`config.mk`:
```
export PLATFORM = sky130hd
export DESIGN_NAME = card_cmd_rsp
export DESIGN_NICKNAME = d
export VERILOG_FILES = /design/src/rtl/cmdrsp_pkg.sv /design/src/rtl/cmdrsp_decode.sv /design/src/rtl/cmdrsp_eval.sv /design/src/rtl/cmdrsp_status.sv /design/src/rtl/card_cmd_rsp.sv
export SDC_FILE = /design/constraint.sdc
export NUM_CORES = 1
export LEC_CHECK = 0
export CAP_MARGIN = 20
export CELL_PAD_IN_SITES_DETAIL_PLACEMENT = 1
export CELL_PAD_IN_SITES_GLOBAL_PLACEMENT = 1
export CORE_MARGIN = 1.5
export CORE_UTILIZATION = 33
export DETAILED_ROUTE_END_ITERATION = 7
export HOLD_SLACK_MARGIN = 0.02
export PLACE_DENSITY = 0.95
export RECOVER_POWER = 100
export SLEW_MARGIN = 20
export SYNTH_ARGS = -nofsm -noshare
export SYNTH_HDL_FRONTEND = slang
export SYNTH_SLANG_ARGS = --single-unit
export TNS_END_PERCENT = 100
```
`constraint.sdc`:
```
create_clock -name clk -period 15.5 [get_ports clk]
set_clock_uncertainty 0.15 [all_clocks]
set_input_delay 3.1 -clock clk [delete_from_list [all_inputs] [get_ports clk]]
set_output_delay 3.1 -clock clk [all_outputs]
set_load 0.05 [all_outputs]
```
`src/rtl/cmdrsp_pkg.sv`:
```
package cmdrsp_pkg;
  localparam int IDX_W  = 6;
  localparam int CMD_W  = 16;
  localparam int STAT_W = 16;

  localparam int ST_DONE     = 0;
  localparam int ST_STOP     = 2;
  localparam int ST_TMO      = 7;
  localparam int ST_OCR_BUSY = 12;
  localparam int ST_RSP_ERR  = 14;

  localparam logic [IDX_W-1:0] STOP_IDX = IDX_W'(12);
  localparam logic [1:0] CT_ADDR_DATA = 2'd3;

  typedef enum logic [2:0] {
    RT_NONE   = 3'd0,
    RT_SHORT  = 3'd1,
    RT_LONG   = 3'd2,
    RT_OCR    = 3'd3,
    RT_SHORTB = 3'd4,
    RT_ADDR   = 3'd6
  } rsp_kind_e;

  typedef struct packed {
    logic [IDX_W-1:0] idx;
    logic             init;
    rsp_kind_e        kind;
    logic [1:0]       ctype;
    logic             dir;
  } cmd_fields_t;
endpackage

```
`src/rtl/cmdrsp_decode.sv`:
```
module cmdrsp_decode
  import cmdrsp_pkg::*;
(
  input  logic [CMD_W-1:0] word_i,
  output cmd_fields_t      fld_o,
  output logic             init0_o,
  output logic             adtc_o
);
  logic dec_unused;
  assign dec_unused = word_i[6] ^ word_i[14];

  always_comb begin
    fld_o.idx   = word_i[IDX_W-1:0];
    fld_o.init  = word_i[7];
    fld_o.ctype = word_i[13:12];
    fld_o.dir   = word_i[15];
    case (word_i[10:8])
      3'd1:    fld_o.kind = word_i[11] ? RT_SHORTB : RT_SHORT;
      3'd2:    fld_o.kind = RT_LONG;
      3'd3:    fld_o.kind = RT_OCR;
      3'd6:    fld_o.kind = RT_ADDR;
      default: fld_o.kind = RT_NONE;
    endcase
  end

  assign init0_o = fld_o.init && (fld_o.idx == '0);
  assign adtc_o  = (fld_o.ctype == CT_ADDR_DATA);
endmodule

```
`src/rtl/cmdrsp_eval.sv`:
```
module cmdrsp_eval
  import cmdrsp_pkg::*;
#(
  parameter int          RSP_BYTES   = 16,
  parameter int          LEN_W       = 5,
  parameter logic [31:0] R1_ERR_MASK = 32'hFDF9_0000,
  parameter logic [15:0] R6_ERR_MASK = 16'hE008
) (
  input  rsp_kind_e         kind_i,
  input  logic [IDX_W-1:0]  idx_i,
  input  logic [LEN_W-1:0]  len_i,
  input  logic [31:0]       head_i,
  output logic [STAT_W-1:0] set_o,
  output logic              load_o,
  output logic              timeout_o
);
  localparam int SHORT_BYTES = 4;

  logic [31:0] word32;
  logic [15:0] word16;
  logic        need_short, need_long, err;

  assign word32 = {head_i[7:0], head_i[15:8], head_i[23:16], head_i[31:24]};
  assign word16 = word32[15:0];

  always_comb begin
    need_short = (kind_i inside {RT_SHORT, RT_SHORTB, RT_OCR, RT_ADDR});
    need_long  = (kind_i == RT_LONG);
    timeout_o  = (need_short && (len_i < LEN_W'(SHORT_BYTES))) ||
                 (need_long  && (len_i < LEN_W'(RSP_BYTES)));
    load_o     = (need_short || need_long) && !timeout_o;

    err = 1'b0;
    if (!timeout_o) begin
      case (kind_i)
        RT_SHORT, RT_SHORTB: err = |(word32 & R1_ERR_MASK);
        RT_ADDR:             err = |(word16 & R6_ERR_MASK);
        default:             err = 1'b0;
      endcase
    end

    set_o = '0;
    if (timeout_o) begin
      set_o[ST_TMO] = 1'b1;
    end else begin
      set_o[ST_DONE] = 1'b1;
      set_o[ST_STOP] = (idx_i == STOP_IDX);
    end
    set_o[ST_RSP_ERR]  = err;
    set_o[ST_OCR_BUSY] = (kind_i == RT_OCR) && !timeout_o && !word32[31];
  end
endmodule

```
`src/rtl/cmdrsp_status.sv`:
```
module cmdrsp_status
  import cmdrsp_pkg::*;
(
  input  logic              clk,
  input  logic              rst_n,
  input  logic              set_valid_i,
  input  logic [STAT_W-1:0] set_bits_i,
  input  logic              clr_wr_i,
  input  logic [STAT_W-1:0] clr_bits_i,
  input  logic              ie_wr_i,
  input  logic [STAT_W-1:0] ie_data_i,
  output logic [STAT_W-1:0] status_o,
  output logic [STAT_W-2:0] ie_o,
  output logic              irq_o
);
  logic [STAT_W-1:0] status_q, status_d;
  logic [STAT_W-2:0] ie_q, ie_d;
  logic              ie_unused;

  assign ie_unused = ie_data_i[STAT_W-1];

  always_comb begin
    status_d = status_q;
    if (clr_wr_i)    status_d = status_d & ~clr_bits_i;
    if (set_valid_i) status_d = status_d | set_bits_i;
    ie_d = ie_wr_i ? ie_data_i[STAT_W-2:0] : ie_q;
  end

  always_ff @(posedge clk or negedge rst_n) begin
    if (!rst_n) begin
      status_q <= '0;
      ie_q     <= '0;
    end else begin
      status_q <= status_d;
      ie_q     <= ie_d;
    end
  end

  assign status_o = status_q;
  assign ie_o     = ie_q;
  assign irq_o    = |(status_q[STAT_W-2:0] & ie_q);

  AST_W1C_CLEARS: assert property (@(posedge clk) disable iff (!rst_n)
    (clr_wr_i && !set_valid_i) |=> ((status_q & $past(clr_bits_i)) == '0));
endmodule

```
`src/rtl/card_cmd_rsp.sv`:
```
module card_cmd_rsp
  import cmdrsp_pkg::*;
#(
  parameter int          RSP_WORDS   = 8,
  parameter logic [31:0] R1_ERR_MASK = 32'hFDF9_0000,
  parameter logic [15:0] R6_ERR_MASK = 16'hE008,
  localparam int         RSP_BYTES   = 2 * RSP_WORDS,
  localparam int         LEN_W       = $clog2(RSP_BYTES + 1)
) (
  input  logic                     clk,
  input  logic                     rst_n,
  input  logic                     enable,
  input  logic                     cmd_wr,
  input  logic [CMD_W-1:0]         cmd_word,
  input  logic                     arg_lo_wr,
  input  logic                     arg_hi_wr,
  input  logic [15:0]              arg_half,
  input  logic                     stat_clr_wr,
  input  logic [STAT_W-1:0]        stat_clr,
  input  logic                     ie_wr,
  input  logic [STAT_W-1:0]        ie_data,
  output logic                     card_req,
  output logic [IDX_W-1:0]         card_index,
  output logic [31:0]              card_arg,
  input  logic                     card_rsp_valid,
  input  logic [LEN_W-1:0]         card_rsp_len,
  input  logic [8*RSP_BYTES-1:0]   card_rsp_bytes,
  output logic [CMD_W-1:0]         last_cmd,
  output logic [STAT_W-1:0]        status,
  output logic [STAT_W-2:0]        ie,
  output logic                     irq,
  output logic [16*RSP_WORDS-1:0]  rsp_regs,
  output logic                     xfer_start,
  output logic                     xfer_dir
);
  typedef enum logic {ST_IDLE, ST_WAIT} ph_e;

  localparam logic [STAT_W-1:0] DONE_ONLY = STAT_W'(1) << ST_DONE;

  // reset: asserted asynchronously, released through two flops
  logic [1:0] rst_pipe;
  logic       rst_sn;
  always_ff @(posedge clk or negedge rst_n) begin
    if (!rst_n) rst_pipe <= '0;
    else        rst_pipe <= {rst_pipe[0], 1'b1};
  end
  assign rst_sn = rst_pipe[1];

  ph_e              ph_q, ph_d;
  logic [CMD_W-1:0] last_q, last_d;
  logic [31:0]      arg_q, arg_d;
  logic             req_q, req_d, xs_q, xs_d, dir_q, dir_d;
  logic             accept, done;

  cmd_fields_t      new_fld_unused, cur_fld;
  logic             new_init0, new_adtc, cur_init0_unused, cur_adtc_unused;

  cmdrsp_decode u_dec_new (
    .word_i(cmd_word), .fld_o(new_fld_unused), .init0_o(new_init0), .adtc_o(new_adtc));
  cmdrsp_decode u_dec_cur (
    .word_i(last_q), .fld_o(cur_fld), .init0_o(cur_init0_unused), .adtc_o(cur_adtc_unused));

  logic [STAT_W-1:0] eval_set, set_bits;
  logic              eval_load, eval_tmo, set_valid;

  cmdrsp_eval #(
    .RSP_BYTES(RSP_BYTES), .LEN_W(LEN_W),
    .R1_ERR_MASK(R1_ERR_MASK), .R6_ERR_MASK(R6_ERR_MASK)
  ) u_eval (
    .kind_i(cur_fld.kind), .idx_i(cur_fld.idx), .len_i(card_rsp_len),
    .head_i(card_rsp_bytes[31:0]), .set_o(eval_set), .load_o(eval_load),
    .timeout_o(eval_tmo));

  assign accept    = cmd_wr && enable && (ph_q == ST_IDLE);
  assign done      = (ph_q == ST_WAIT) && card_rsp_valid;
  assign set_valid = (accept && new_init0) || done;
  assign set_bits  = done ? eval_set : DONE_ONLY;

  cmdrsp_status u_stat (
    .clk(clk), .rst_n(rst_sn), .set_valid_i(set_valid), .set_bits_i(set_bits),
    .clr_wr_i(stat_clr_wr), .clr_bits_i(stat_clr), .ie_wr_i(ie_wr),
    .ie_data_i(ie_data), .status_o(status), .ie_o(ie), .irq_o(irq));

  always_comb begin
    ph_d   = ph_q;
    last_d = last_q;
    arg_d  = arg_q;
    req_d  = 1'b0;
    xs_d   = 1'b0;
    dir_d  = dir_q;
    if (arg_lo_wr) arg_d[15:0]  = arg_half;
    if (arg_hi_wr) arg_d[31:16] = arg_half;
    if (accept) begin
      last_d = cmd_word;
      if (!new_init0) begin
        req_d = 1'b1;
        ph_d  = ST_WAIT;
        if (new_adtc) begin
          xs_d  = 1'b1;
          dir_d = cmd_word[15];
        end
      end
    end else if (done) begin
      ph_d = ST_IDLE;
    end
  end

  always_ff @(posedge clk or negedge rst_sn) begin
    if (!rst_sn) begin
      ph_q   <= ST_IDLE;
      last_q <= '0;
      arg_q  <= '0;
      req_q  <= 1'b0;
      xs_q   <= 1'b0;
      dir_q  <= 1'b0;
    end else begin
      ph_q   <= ph_d;
      last_q <= last_d;
      arg_q  <= arg_d;
      req_q  <= req_d;
      xs_q   <= xs_d;
      dir_q  <= dir_d;
    end
  end

  // response registers: word j takes byte pair RSP_WORDS-1-j
  for (genvar j = 0; j < RSP_WORDS; j++) begin : g_rsp
    localparam int K = RSP_WORDS - 1 - j;
    logic [15:0] wq, wd;
    always_comb begin
      wd = wq;
      if (accept)                 wd = '0;
      else if (done && eval_load) wd = {card_rsp_bytes[16*K +: 8], card_rsp_bytes[16*K+8 +: 8]};
    end
    always_ff @(posedge clk or negedge rst_sn) begin
      if (!rst_sn) wq <= '0;
      else         wq <= wd;
    end
    assign rsp_regs[16*j +: 16] = wq;
  end

  assign card_req   = req_q;
  assign card_index = last_q[IDX_W-1:0];
  assign card_arg   = arg_q;
  assign last_cmd   = last_q;
  assign xfer_start = xs_q;
  assign xfer_dir   = dir_q;

  AST_DISABLED_IGNORED: assert property (@(posedge clk) disable iff (!rst_sn)
    (cmd_wr && !enable) |=> $stable(last_cmd));
  AST_BUSY_NO_REQ: assert property (@(posedge clk) disable iff (!rst_sn)
    (cmd_wr && ph_q == ST_WAIT) |=> !card_req);
  AST_ACCEPT_CLEARS: assert property (@(posedge clk) disable iff (!rst_sn)
    accept |=> (rsp_regs == '0));
  AST_INIT0_SILENT: assert property (@(posedge clk) disable iff (!rst_sn)
    (accept && new_init0) |=> (!card_req && status[ST_DONE]));
  AST_REQ_PULSE: assert property (@(posedge clk) disable iff (!rst_sn)
    card_req |=> !card_req);
  AST_TIMEOUT_FLAG: assert property (@(posedge clk) disable iff (!rst_sn)
    (done && eval_tmo) |=> status[ST_TMO]);
  AST_XFER_WITH_REQ: assert property (@(posedge clk) disable iff (!rst_sn)
    xfer_start |-> card_req);
endmodule

```
==> results of run 1 <==
-- metal layers --
layer  GRT usage [%]  wire length (um)
met1            22.7             10900
met2            42.4             17000
met3            6.14              2420
met4            9.86              1390
met5               0                 0
-- synthesized netlist by cell type --
| cell | number | area, sq um |
|---|---|---|
| nand2_1 | 135 | 507 |
| a41o_1 | 1 | 10.0 |
| buf_6 | 14 | 158 |
| a221oi_1 | 1 | 8.76 |
| a32o_1 | 2 | 20.0 |
| nand3b_1 | 1 | 7.51 |
| nand4_1 | 3 | 18.8 |
| clkbuf_1 | 19 | 71.3 |
| conb_1 | 1 | 3.75 |
| buf_2 | 3 | 15.0 |
| nor2b_1 | 4 | 25.0 |
| dfrtp_1 | 213 | 5330 |
| and3_1 | 2 | 12.5 |
| a222oi_1 | 1 | 10.0 |
| a21boi_0 | 12 | 90.1 |
| buf_4 | 6 | 45.0 |
| a22oi_1 | 5 | 37.5 |
| o21ai_1 | 2 | 10.0 |
| a31oi_1 | 1 | 6.26 |
| a22o_1 | 2 | 17.5 |
| inv_1 | 129 | 484 |
| mux2_1 | 64 | 721 |
| nor2_1 | 4 | 15.0 |
| mux2i_1 | 128 | 1280 |
| nor4_1 | 3 | 18.8 |
| nor3b_2 | 1 | 12.5 |
| a211o_1 | 1 | 8.76 |
| nor3_1 | 3 | 15.0 |
| o21ai_2 | 1 | 8.76 |
| buf_1 | 1 | 3.75 |
| a21o_1 | 1 | 7.51 |
| nand3_1 | 1 | 5.00 |
| a221oi_4 | 1 | 26.3 |
-- power by group --
part / total (uW) / internal, uW / switching, uW
Clock: 622 / 383 / 239
Combinational: 749 / 235 / 514
Sequential: 715 / 652 / 63.4
Total: 2090 / 1270 / 816
-- cell usage in the layout, fill, tap and decap left out, types with 7 or more instances in the layout --
cell type	instances
a21boi_0	12
clkbuf_1	9
clkbuf_16	27
clkbuf_8	7
clkdlybuf4s50_1	195
dfrtp_1	213
dlygate4sd3_1	224
inv_1	129
mux2_1	64
mux2i_1	128
nand2_1	135
-- flip-flops by register name (all words and copies together) (netlist names) --
name	cells
rst_pipe	2
xfer_dir	1
last_cmd	16
g_rsp.wq	128
xfer_start	1
card_arg	32
u_stat.status_o	16
card_req	1
u_stat.ie_o	15
ph_q	1
-- cell type report --
cell class | count | area share (%)
clock buffer | 38 | 5.52
antenna | 1 | 0.0176
sequential | 213 | 37.4
multi-input combinational | 381 | 20.3
clock inverter | 9 | 0.702
inverter | 129 | 3.40
timing repair buffer | 426 | 29.7
tap | 341 | 2.99
-- through the flow --
stage | setup slack, ns | power, uW | cells
2_1_floorplan | 8.97 | 1200 | 766
3_5_place_dp | 9.63 | 1520 | 1490
5_1_grt | 5.46 | 2170 | 1537
4_1_cts | 9.86 | 2150 | 1537
6_report | 6.00 | 2090 | 1538
3_3_place_gp | 9.69 | 1490 | 1490
-- cell families after synthesis --
kind of cell | Yosys count
buffers and inverters | 172
multiplexers | 192
AO/OA/AOI/OAI | 31
flip-flops | 213
other | 1
AND/OR/NAND/NOR | 157
-- worst max-delay path by stage --
stage / to / slack [ns] / from / depth (start not counted)
after CTS: irq / 9.86 / u_stat.ie_o[4]$_DFFE_PN0P_ / 4
after floorplan: card_arg[0]$_DFFE_PN0P_ / 8.97 / rst_pipe[1]$_DFF_PN0_ / 0
after global placement: g_rsp[2].wq[0]$_DFFE_PN0P_ / 9.69 / card_rsp_len[3] / 6
after detailed placement: g_rsp[7].wq[6]$_DFFE_PN0P_ / 9.63 / card_rsp_len[3] / 6
final: g_rsp[7].wq[6]$_DFFE_PN0P_ / 6.00 / enable / 6
after global routing: g_rsp[7].wq[6]$_DFFE_PN0P_ / 5.46 / enable / 6
==> out/results.ini, run 1 <==
[yosys]
synth-seq-area-share_pct = 59.2
synth_compound_area_share_pct = 2.90
syn_area_per_cell_sq_um = 11.8
synthMuxAreaShare_pct = 22.2
syn-num-nets = 972
synth_top_family_by_area = multiplexers
yosys.area_share.simple_pct = 7.07
synth_seq_cells = 213
synthXorXnorAreaFrac_pct = 0
synth_cells = 766
synth-adder-area-share_pct = 0
synth.distinct_cells = 33
yosys_warnings = 0
syn_area_sq_um = 9010

[die]
fp.dieW_um = 168
row_count = 60
start_util_pct = 33.5
dieArea_sq_um = 28300
dieHeight_um = 168
io_pins = 423
coreArea_sq_um = 26900

[run_status]
violations = capacitance limit, slew limit
status = finished, violations left

[power_and_ir_drop]
p_per_area_nw_per_um2 = 146
p_leak_uw = 0.00774
vdd_ir_drop_max_mv = 0.0852

[detailed_routing]
drtIter0Drc = 287
drc = 0
firstDrtPassIters = 4
via_per_inst = 4.73
wirelength_um = 31800
avgRoutedWirePerCell_um = 20.7
postRouteAntennaNets = 0
vias = 7282

[critical_path]
r2r_slack_ns = 8.66
worst_r2r_endpoint = g_rsp[7].wq[6]$_DFFE_PN0P_
path_max_fanout = 87
crit_path_frequent_cell = clkbuf_1
cp-start-kind = primary input
r2r-start = ph_q$_DFFE_PN0P_
critPathMaxStageDelay_ns = 2.87
critPathBufInv = 3
worstPathRequired_ns = 15.74
slowest_stage = clkbuf_1
crit_path_end_kind = flip-flop
crit_type = primary input to flip-flop
crit_path_cell_trace = dlygate4sd3_1 -> nand3b_1 -> clkbuf_1 -> clkbuf_1 -> nand2_1 -> mux2i_1
cp.arrival_ns = 9.75
worstRegToRegCells = 5
path_delay_family = buffers and inverters

[min_path]
holdPathEnd = rst_pipe[1]$_DFF_PN0_
hp-start = rst_pipe[0]$_DFF_PN0_
min_path_type = flip-flop to flip-flop
min_path_cells = 0

[clocking]
clkLatencyLatePin_ns = 0.52
ctsRootBufferMaster = clkbuf_16
ctsLongestPathBuffers = 3
h-tree-depth = 1
post_cts_resized = 0
cts_buffers = 26
cts_tree = yes
path_clk_slew_ns = 0.06
post_cts_buffers = 0
cts.sinks = 213
ctsHoldBuffers = 0

[placed_design]
dpl-instance-area_sq_um = 13400
gp_congestion = 0.777
port_buffers = 419
dpl.hpwl_um = 23500

[sta]
clock.fmax_mhz = 105
finalCriticalPeriod_ns = 9.50
tightestPinTransition_ns = 4.04
relSlewSlack_pct = -170
hold_viol = 0
hold_ws_ns = 0.205
tns_ns = 0
rsz0062_at_grt = false
finalSetupViolations = 0
finalCritPeriodShare_pct = 61.3
slew_violations = 365

[cells_and_area]
utilization_pct = 53.0
multiInputGateArea_sq_um = 2890
final_area_sq_um = 14300
fillers = 2825
syn_to_final_growth_pct = 58.2
drive_above_1_share_pct = 3.93
final_nets = 1383
regArea_sq_um = 5330

[global_route]
grt_max_degree = 88
track_usage_pct = 22.3
overflow = 0
first_global_vias = 8625
antenna_found_initial = 0
grt_pass1_wl_um = 48800

[job]
cap_violations = 5

No activity file was read; power rests on OpenSTA's default activity.
==> inputs of run 2 (changes only) <==
- CORE_UTILIZATION: 33 -> 28
- PLACE_DENSITY: 0.95 -> 0.88
- clock period: 15.5 -> 8.3 ns (I/O delays scaled with it)
==> out/results.ini, run 2 (synthesis results as in run 1) <==
[run_status]
status = finished, violations left
violations = capacitance limit, slew limit

[critical_path]
worstRegToRegCells = 2  ; -3
path_max_fanout = 72  ; -17%
worstPathRequired_ns = 8.44  ; -7.30 ns
crit_type = flip-flop to async pin
cp.arrival_ns = 5.42  ; -4.33 ns
cp-start-kind = flip-flop
crit_path_end_kind = async pin

[clocking]
cts.sinks = 213  ; unchanged
ctsRootBufferMaster = clkbuf_16
clkLatencyLatePin_ns = 0.52  ; about the same
ctsHoldBuffers = 0  ; unchanged
cts_tree = yes
ctsLongestPathBuffers = 3  ; unchanged
post_cts_resized = 0  ; unchanged
h-tree-depth = 1  ; unchanged
path_clk_slew_ns = 0.06  ; about the same
cts_buffers = 25  ; -3.8%
post_cts_buffers = 0  ; unchanged

[placed_design]
dpl.hpwl_um = 22600  ; -3.6%
gp_congestion = 0.772  ; -0.67%
port_buffers = 419  ; unchanged

[global_route]
overflow = 0  ; unchanged
grt_max_degree = 146  ; +66%
first_global_vias = 8136  ; -5.7%
grt_pass1_wl_um = 46200  ; -5.3%
antenna_found_initial = 0  ; unchanged
track_usage_pct = 17.8  ; -4.5 points

[sta]
finalCritPeriodShare_pct = 63.7
clock.fmax_mhz = 189
tns_ns = 0  ; unchanged
rsz0062_at_grt = false
tightestPinTransition_ns = 3.36  ; -0.681 ns
slew_violations = 327  ; -10%
relSlewSlack_pct = -124  ; +45 points
finalSetupViolations = 0  ; unchanged
hold_viol = 0  ; unchanged
finalCriticalPeriod_ns = 5.29

[die]
io_pins = 423  ; unchanged
fp.dieW_um = 182  ; +8.4%
dieHeight_um = 182  ; +8.4%
row_count = 65  ; +8.3%
dieArea_sq_um = 33300  ; +18%
start_util_pct = 28.5  ; -5.0 points
coreArea_sq_um = 31600  ; +18%

[power_and_ir_drop]
vdd_ir_drop_max_mv = 0.167  ; +96%
p_per_area_nw_per_um2 = 266  ; +82%
p_leak_uw = 0.00770  ; -0.46%

[cells_and_area]
utilization_pct = 45.0  ; -8.0 points
mostFrequentLayoutCells = 225 x dlygate4sd3_1, 213 x dfrtp_1, 194 x clkdlybuf4s50_1
syn_to_final_growth_pct = 58.1  ; about the same
mostFrequentLayoutCell = dlygate4sd3_1
final_nets = 1383  ; unchanged
regMostFlops = g_rsp.wq
largest_reg_flops = 128  ; unchanged
drive_above_1_share_pct = 3.52  ; -0.41 points
num_antenna_cells = 0  ; -1

[detailed_routing]
vias = 7189  ; -1.3%
drc = 0  ; unchanged
wirelength_um = 30000  ; -5.5%
firstDrtPassIters = 4  ; unchanged
postRouteAntennaNets = 0  ; unchanged
drtIter0Drc = 199  ; -31%
via_per_inst = 4.50  ; -4.9%
avgRoutedWirePerCell_um = 18.8  ; -8.9%

[min_path]
min_path_cells = 0  ; unchanged
min_path_type = flip-flop to flip-flop

[job]
cap_violations = 4  ; -1

-- run 2: path summary, 6_finish.rpt --
kind / start / endpoint / slack [ns]
worst max-delay path: rst_pipe[1]$_DFF_PN0_ / card_arg[7]$_DFFE_PN0P_ / 3.01
worst min-delay path: rst_pipe[0]$_DFF_PN0_ / rst_pipe[1]$_DFF_PN0_ / 0.22
worst max register to register: rst_pipe[1]$_DFF_PN0_ / card_arg[7]$_DFFE_PN0P_ / 3.01
worst min register to register: rst_pipe[0]$_DFF_PN0_ / rst_pipe[1]$_DFF_PN0_ / 0.22
max in group clk: cmd_wr / g_rsp[0].wq[2]$_DFFE_PN0P_ / 3.16
min in group asynchronous: rst_pipe[1]$_DFF_PN0_ / g_rsp[0].wq[10]$_DFFE_PN0P_ / 0.48
-- run 2: layout make-up --
cell class,count,area (sq um)
multi-input cells,381,2890
repair buffers,427,4240
clock buffers,41,756
inverters,129,484
well taps,402,503
fillers,3396,17400
flip-flops and latches,213,5330
clock inverters,3,43.8
-- run 2: power by group --
part	internal, uW	switching, uW
logic	439	954
clock network	647	431
registers	1220	109
total	2300	1490
-- run 2: per-stage QoR --
stage,setup WS [ns],total power [uW],instance area [sq um],hold WS [ns],cells
6_report,3.01,3800,14200,0.219,1596
5_1_grt,2.00,3960,14200,0.226,1596
4_1_cts,4.06,3930,14300,0.169,1596
3_5_place_dp,3.50,2830,13500,0.171,1552
3_3_place_gp,3.66,2780,13500,0.160,1552
2_1_floorplan,1.77,2240,9010,0.181,766
-- run 2: worst max-delay path: stages, from the launching register on --
cell and delay [ns]:
dfrtp_1 1.34, clkbuf_1 1.91, clkbuf_2 1.55
-- run 2: metal layers --
layer / wire [um] / share of wire, % / track usage [%] / up-vias
met5: 0 / 0 / 0 / -
met4: 1180 / 3.9 / 6.38 / 0
met3: 2640 / 8.8 / 6.21 / 59
met2: 15000 / 50 / 32.3 / 314
met1: 11200 / 37 / 19.2 / 3546
li1: - / - / - / 3270
